<file path="src/rtl/ccd_pkg.sv">
package ccd_pkg;
  localparam int unsigned DEF_DIV_W = 4;
  localparam int unsigned DEF_PRE_W = 12;
  localparam int unsigned CTL_W     = 4;
  localparam int unsigned CTL_STOP  = 0;
  localparam int unsigned CTL_START = 1;
  localparam int unsigned CTL_SRST  = 3;
endpackage

</file>
<file path="src/rtl/ccd_prescaler.sv">
module ccd_prescaler #(
  parameter int unsigned PRE_BITS = 12
) (
  input  logic                clk_i,
  input  logic                rst_ni,
  input  logic                clr_i,
  input  logic [PRE_BITS-1:0] pre_i,
  output logic                tick_o
);
  logic [PRE_BITS-1:0] cnt_q;

  // p == 0: tick every cycle; else tick every p cycles (toggle stage doubles it)
  assign tick_o = (pre_i == '0) || (cnt_q == pre_i - PRE_BITS'(1));

  always_ff @(posedge clk_i or negedge rst_ni) begin
    if (!rst_ni)               cnt_q <= '0;
    else if (clr_i || tick_o)  cnt_q <= '0;
    else                       cnt_q <= cnt_q + PRE_BITS'(1);
  end
endmodule

</file>
<file path="src/rtl/ccd_divider.sv">
module ccd_divider #(
  parameter int unsigned DIV_BITS = 4,
  localparam int unsigned CNT_W   = DIV_BITS + 2
) (
  input  logic                clk_i,
  input  logic                rst_ni,
  input  logic                clr_i,
  input  logic                tick_i,
  input  logic                bypass_i,
  input  logic [DIV_BITS-1:0] div_i,
  output logic                phase_hi_o,
  output logic                wrap_o
);
  logic [DIV_BITS-1:0] d_eff;
  logic [CNT_W-1:0]    len, half, cnt_q;

  assign d_eff = (div_i == '0) ? DIV_BITS'(1) : div_i;

  // bypass: one phase cycle per tick; prescaled: two half-periods of (d+1) ticks
  always_comb begin
    len = CNT_W'(d_eff) + CNT_W'(1);
    if (!bypass_i) len = len << 1;
    half = len >> 1;
  end

  assign wrap_o     = tick_i && (cnt_q == len - CNT_W'(1));
  assign phase_hi_o = cnt_q < half;

  always_ff @(posedge clk_i or negedge rst_ni) begin
    if (!rst_ni)              cnt_q <= '0;
    else if (clr_i || wrap_o) cnt_q <= '0;
    else if (tick_i)          cnt_q <= cnt_q + CNT_W'(1);
  end
endmodule

</file>
<file path="src/rtl/ccd_run_ctl.sv">
module ccd_run_ctl (
  input  logic clk_i,
  input  logic rst_ni,
  input  logic start_i,
  input  logic stop_i,
  input  logic srst_i,
  input  logic wrap_i,
  output logic run_o
);
  logic run_q, pend_q, pend_eff;

  // stop beats start; a lone start drops a waiting stop
  assign pend_eff = stop_i || (pend_q && !start_i);

  always_ff @(posedge clk_i or negedge rst_ni) begin
    if (!rst_ni) begin
      run_q  <= 1'b0;
      pend_q <= 1'b0;
    end else if (srst_i) begin
      run_q  <= 1'b0;
      pend_q <= 1'b0;
    end else if (!run_q) begin
      run_q  <= start_i && !stop_i;
      pend_q <= 1'b0;
    end else if (wrap_i && pend_eff) begin
      run_q  <= 1'b0;
      pend_q <= 1'b0;
    end else begin
      pend_q <= pend_eff;
    end
  end

  assign run_o = run_q;
endmodule

</file>
<file path="src/rtl/card_clk_div.sv">
module card_clk_div
  import ccd_pkg::*;
#(
  parameter int unsigned DIV_BITS = DEF_DIV_W,
  parameter int unsigned PRE_BITS = DEF_PRE_W,
  localparam int unsigned RATE_W  = DIV_BITS + PRE_BITS
) (
  input  logic              clk_i,
  input  logic              rst_ni,
  input  logic              rate_we_i,
  input  logic [RATE_W-1:0] rate_i,
  input  logic              ctrl_we_i,
  input  logic [CTL_W-1:0]  ctrl_i,
  output logic              card_clk_o,
  output logic              running_o
);
  logic start, stop, srst, run, wrap, tick, phase_hi, clr, clk_q;
  logic [RATE_W-1:0]   pend_q, act_q, rate_nxt;
  logic [DIV_BITS-1:0] act_div;
  logic [PRE_BITS-1:0] act_pre;

  assign start = ctrl_we_i && ctrl_i[CTL_START];
  assign stop  = ctrl_we_i && ctrl_i[CTL_STOP];
  assign srst  = ctrl_we_i && ctrl_i[CTL_SRST];

  assign act_div  = act_q[DIV_BITS-1:0];
  assign act_pre  = act_q[RATE_W-1:DIV_BITS];
  assign rate_nxt = rate_we_i ? rate_i : pend_q;
  assign clr      = !run || srst;

  always_ff @(posedge clk_i or negedge rst_ni) begin
    if (!rst_ni) pend_q <= '0;
    else if (rate_we_i) pend_q <= rate_i;
  end

  // active setting follows shadow while stopped, else only at period boundary
  always_ff @(posedge clk_i or negedge rst_ni) begin
    if (!rst_ni) act_q <= '0;
    else if (!run || wrap) act_q <= rate_nxt;
  end

  ccd_prescaler #(.PRE_BITS(PRE_BITS)) u_pre (
    .clk_i  (clk_i),
    .rst_ni (rst_ni),
    .clr_i  (clr),
    .pre_i  (act_pre),
    .tick_o (tick)
  );

  ccd_divider #(.DIV_BITS(DIV_BITS)) u_div (
    .clk_i      (clk_i),
    .rst_ni     (rst_ni),
    .clr_i      (clr),
    .tick_i     (tick),
    .bypass_i   (act_pre == '0),
    .div_i      (act_div),
    .phase_hi_o (phase_hi),
    .wrap_o     (wrap)
  );

  ccd_run_ctl u_ctl (
    .clk_i   (clk_i),
    .rst_ni  (rst_ni),
    .start_i (start),
    .stop_i  (stop),
    .srst_i  (srst),
    .wrap_i  (wrap),
    .run_o   (run)
  );

  always_ff @(posedge clk_i or negedge rst_ni) begin
    if (!rst_ni) clk_q <= 1'b0;
    else         clk_q <= run && phase_hi && !srst;
  end

  assign card_clk_o = clk_q;
  assign running_o  = run;
endmodule

</file>
<file path="config.mk">
export PLATFORM = sky130hd
export DESIGN_NAME = card_clk_div
export DESIGN_NICKNAME = d
export VERILOG_FILES = /design/src/rtl/ccd_pkg.sv /design/src/rtl/ccd_prescaler.sv /design/src/rtl/ccd_divider.sv /design/src/rtl/ccd_run_ctl.sv /design/src/rtl/card_clk_div.sv
export SDC_FILE = /design/constraint.sdc
export NUM_CORES = 1
export LEC_CHECK = 0
export ABC_AREA = 1
export BUFFER_PORTS_ARGS = -buffer_cell sky130_fd_sc_hd__buf_2
export CAP_MARGIN = 5
export CORE_UTILIZATION = 60
export CTS_BUF_LIST = sky130_fd_sc_hd__clkbuf_4
export DETAILED_ROUTE_END_ITERATION = 10
export PLACE_DENSITY = 0.86
export SLEW_MARGIN = 20
export SYNTH_ARGS = -nofsm -noshare
export SYNTH_HDL_FRONTEND = slang
export SYNTH_SLANG_ARGS = --single-unit
</file>
<file path="constraint.sdc">
create_clock -name clk_i -period 3.65 [get_ports clk_i]
set_clock_uncertainty 0.2 [all_clocks]
set_input_delay 0.365 -clock clk_i [delete_from_list [all_inputs] [get_ports clk_i]]
set_output_delay 0.365 -clock clk_i [all_outputs]
set_load 0.005 [all_outputs]
</file>
==> results.cfg <==
[outcome]
status = finished clean

[synth]
synth.top_cell.area_share_pct = 39.3
ys_types = 33
synth_top_area_cell = dfrtp_1
synth_area_um2 = 3380
ys_seq_elements = 53
syn_inst = 459
yosysWarnings = 0
synth_area_leaders = dfrtp_1 (39%), nand2_1 (18%), nand3_1 (7.9%), mux2_2 (5.3%), inv_1 (5.1%)
syn_avg_cell_area_um2 = 7.36
ys_seq_area_share_pct = 39.3
syn_nets = 490

[cells_and_area]
mostFrequentLayoutCells = nand2_1 (160), nand3_1 (53), dfrtp_1 (53), inv_1 (46), nor2_1 (44)
diodes = 0
area_delta_synth_final_pct = 8.11
design_area_um2 = 3650
final_common_cell = nand2_1
drive_above_1_share_pct = 14.8
nNetsFinal = 516
final_cells = 556
final_util_pct = 69.3

[global_route]
grt_max_degree = 30
grt_pass1_wl_um = 12600
antenna_found_initial = 0
first_global_vias = 2936
grt_use_total_pct = 26.6
grt_overflow = 0

[routing]
firstDrtPassIters = 4
dr_wl_met2_um = 3460
first_iter_violations = 161
viasPerCell = 5.33
wire_per_inst_um = 12.8
vias = 2966
wl_um = 7130
wl_met3_um = 225
wl_met1_um = 3300
drtAntennaViolNets = 0
top_layer_used = met4
drcViolationCount = 0

[cts]
htreeDepth = 2
cts_tree = built
post_cts_buffers = 0
cts_buffers = 5
cts_buffer_depth = 2
root_buffer = clkbuf_4
cts.sinks = 53
clock_latency_ns = 0.39
cts.clk_slew.worst_paths_ns = 0.16

[critical_path]
worst-path-max-fanout = 19
critPathKind = reg2reg
cp.arrival_ns = 2.95
cp_data_required_time_ns = 3.79
critPathCaptureType = flip-flop
cp-start-kind = flip-flop

[sta]
timing.final.hold_violations = 0
setup_viol = 0
finalSetupTns_ns = 0
holdWs_ns = 0.0159
rsz0062_at_grt = false
finalWorstSetupSlack_ns = 0.833
period_minus_slack_ns = 2.82
maxSlewHeadroom_pct = 54.4
fin_crit_sh_pct = 77.2
finalMaxSlewViolations = 0
clock.fmax_mhz = 355
worstMarginPinSlew_ns = 0.684

[floorplan]
core-area_um2 = 5270
placementRows = 26
dieArea_um2 = 5930
io_pins = 26
die_w_um = 77.0
initial_utilization_pct = 64.1
die_height_um = 77.0

[placement]
gp_congestion = 0.929
port-buffer-count = 24
dp_hpwl_um = 5510
dp.cells = 547
post_dp_cell_area_um2 = 3560
pre_cts_ws_ns = 0.898

[run]
maxCapViolCount = 0

[power_and_ir_drop]
leakagePower_nw = 1.87
power_density_nw_per_um2 = 396
peakVddDrop_mv = 0.267
finalPower_mw = 1.44

[hold_path]
hold_class = in2reg
-- report_power, final --
group          switching, mW  total [mW]  internal, mW
clock network          0.209       0.359         0.150
logic                  0.249       0.392         0.143
registers             0.0565       0.693         0.637
total                  0.515        1.44         0.929
-- final timing paths --
| path | start | endpoint | slack (ns) | cells past startpoint |
|---|---|---|---|---|
| worst max-delay path | act_q[4] | act_q[4] | 0.83 | 14 |
| worst min-delay path | rate_i[10] | pend_q[10] | 0.02 | 2 |
| worst max register to register | act_q[4] | act_q[4] | 0.83 | 14 |
| worst min register to register | pend_q[3] | pend_q[3] | 0.32 | 1 |
| max in group asynchronous | rst_ni | pend_q[0] | 2.16 | 3 |
| min in group asynchronous | rst_ni | u_pre.cnt_q[2] | 0.31 | 2 |
-- synth_stat cells, drive strengths merged --
cell and count:
nand2 166, nand3 57, dfrtp 53, nor2 53
inv 48, mux2 16, xor2 9, nand4 8
o21ai 8, ha 7, a21oi 6, xnor2 6
buf 5, nor3 5, nand3b 3, clkbuf 2
o21bai 2, a31o 1, and2 1, and3 1
nor4 1, o311ai 1
-- metal layers --
| layer | vias up | global-route usage, % |
|---|---|---|
| met3 | 12 | 3.69 |
| met4 | 0 | 11.5 |
| met5 | - | 0 |
| met2 | 57 | 45.5 |
| li1 | 1514 | - |
| met1 | 1383 | 33.7 |
-- sequential cells by signal, indices dropped and copies added (netlist names) --
| name | cells |
|---|---|
| u_ctl.run_o | 1 |
| pend_q | 16 |
| u_div.cnt_q | 6 |
| card_clk_o | 1 |
| u_pre.cnt_q | 12 |
| u_ctl.pend_q | 1 |
| act_q | 16 |
-- layout make-up --
type	count	area, um^2
clock buffer	5	37.5
clock inverter	3	47.5
fill	447	1620
inverter	48	180
multi-input combinational	351	1830
sequential	53	1330
tap	70	87.6
timing repair buffer	26	138
-- cells by family after synthesis --
group / Yosys count / share of synthesized area (%)
buffers and inverters: 55 / 6.41
flip-flops: 53 / 39.3
multiplexers: 16 / 5.34
AND/OR/NAND/NOR: 295 / 39.3
adder cells (fa/ha/maj): 7 / 2.59
AO/OA/AOI/OAI: 18 / 3.15
XOR/XNOR: 15 / 3.89
-- worst max-delay path, stage by stage (launching register included) --
cell and delay (ns):
dfrtp_1 0.46, inv_1 0.15, ha_1 0.25, nand2_1 0.11, nor2_4 0.17, nand2_4 0.10
o311ai_1 0.15, nand2_1 0.09, nand2_1 0.07, nand2_1 0.04, nor2_1 0.25, nand3_4 0.27
nand2_4 0.25, nand2_1 0.10, nand2_1 0.07
-- what timing repair did --
| action | in CTS | in global routing |
|---|---|---|
| hold buffers | 1 | 0 |
| hold endpoints to repair | 28 | 0 |
| resized for setup | 0 | 0 |
Power figures use the tool's default switching activity.
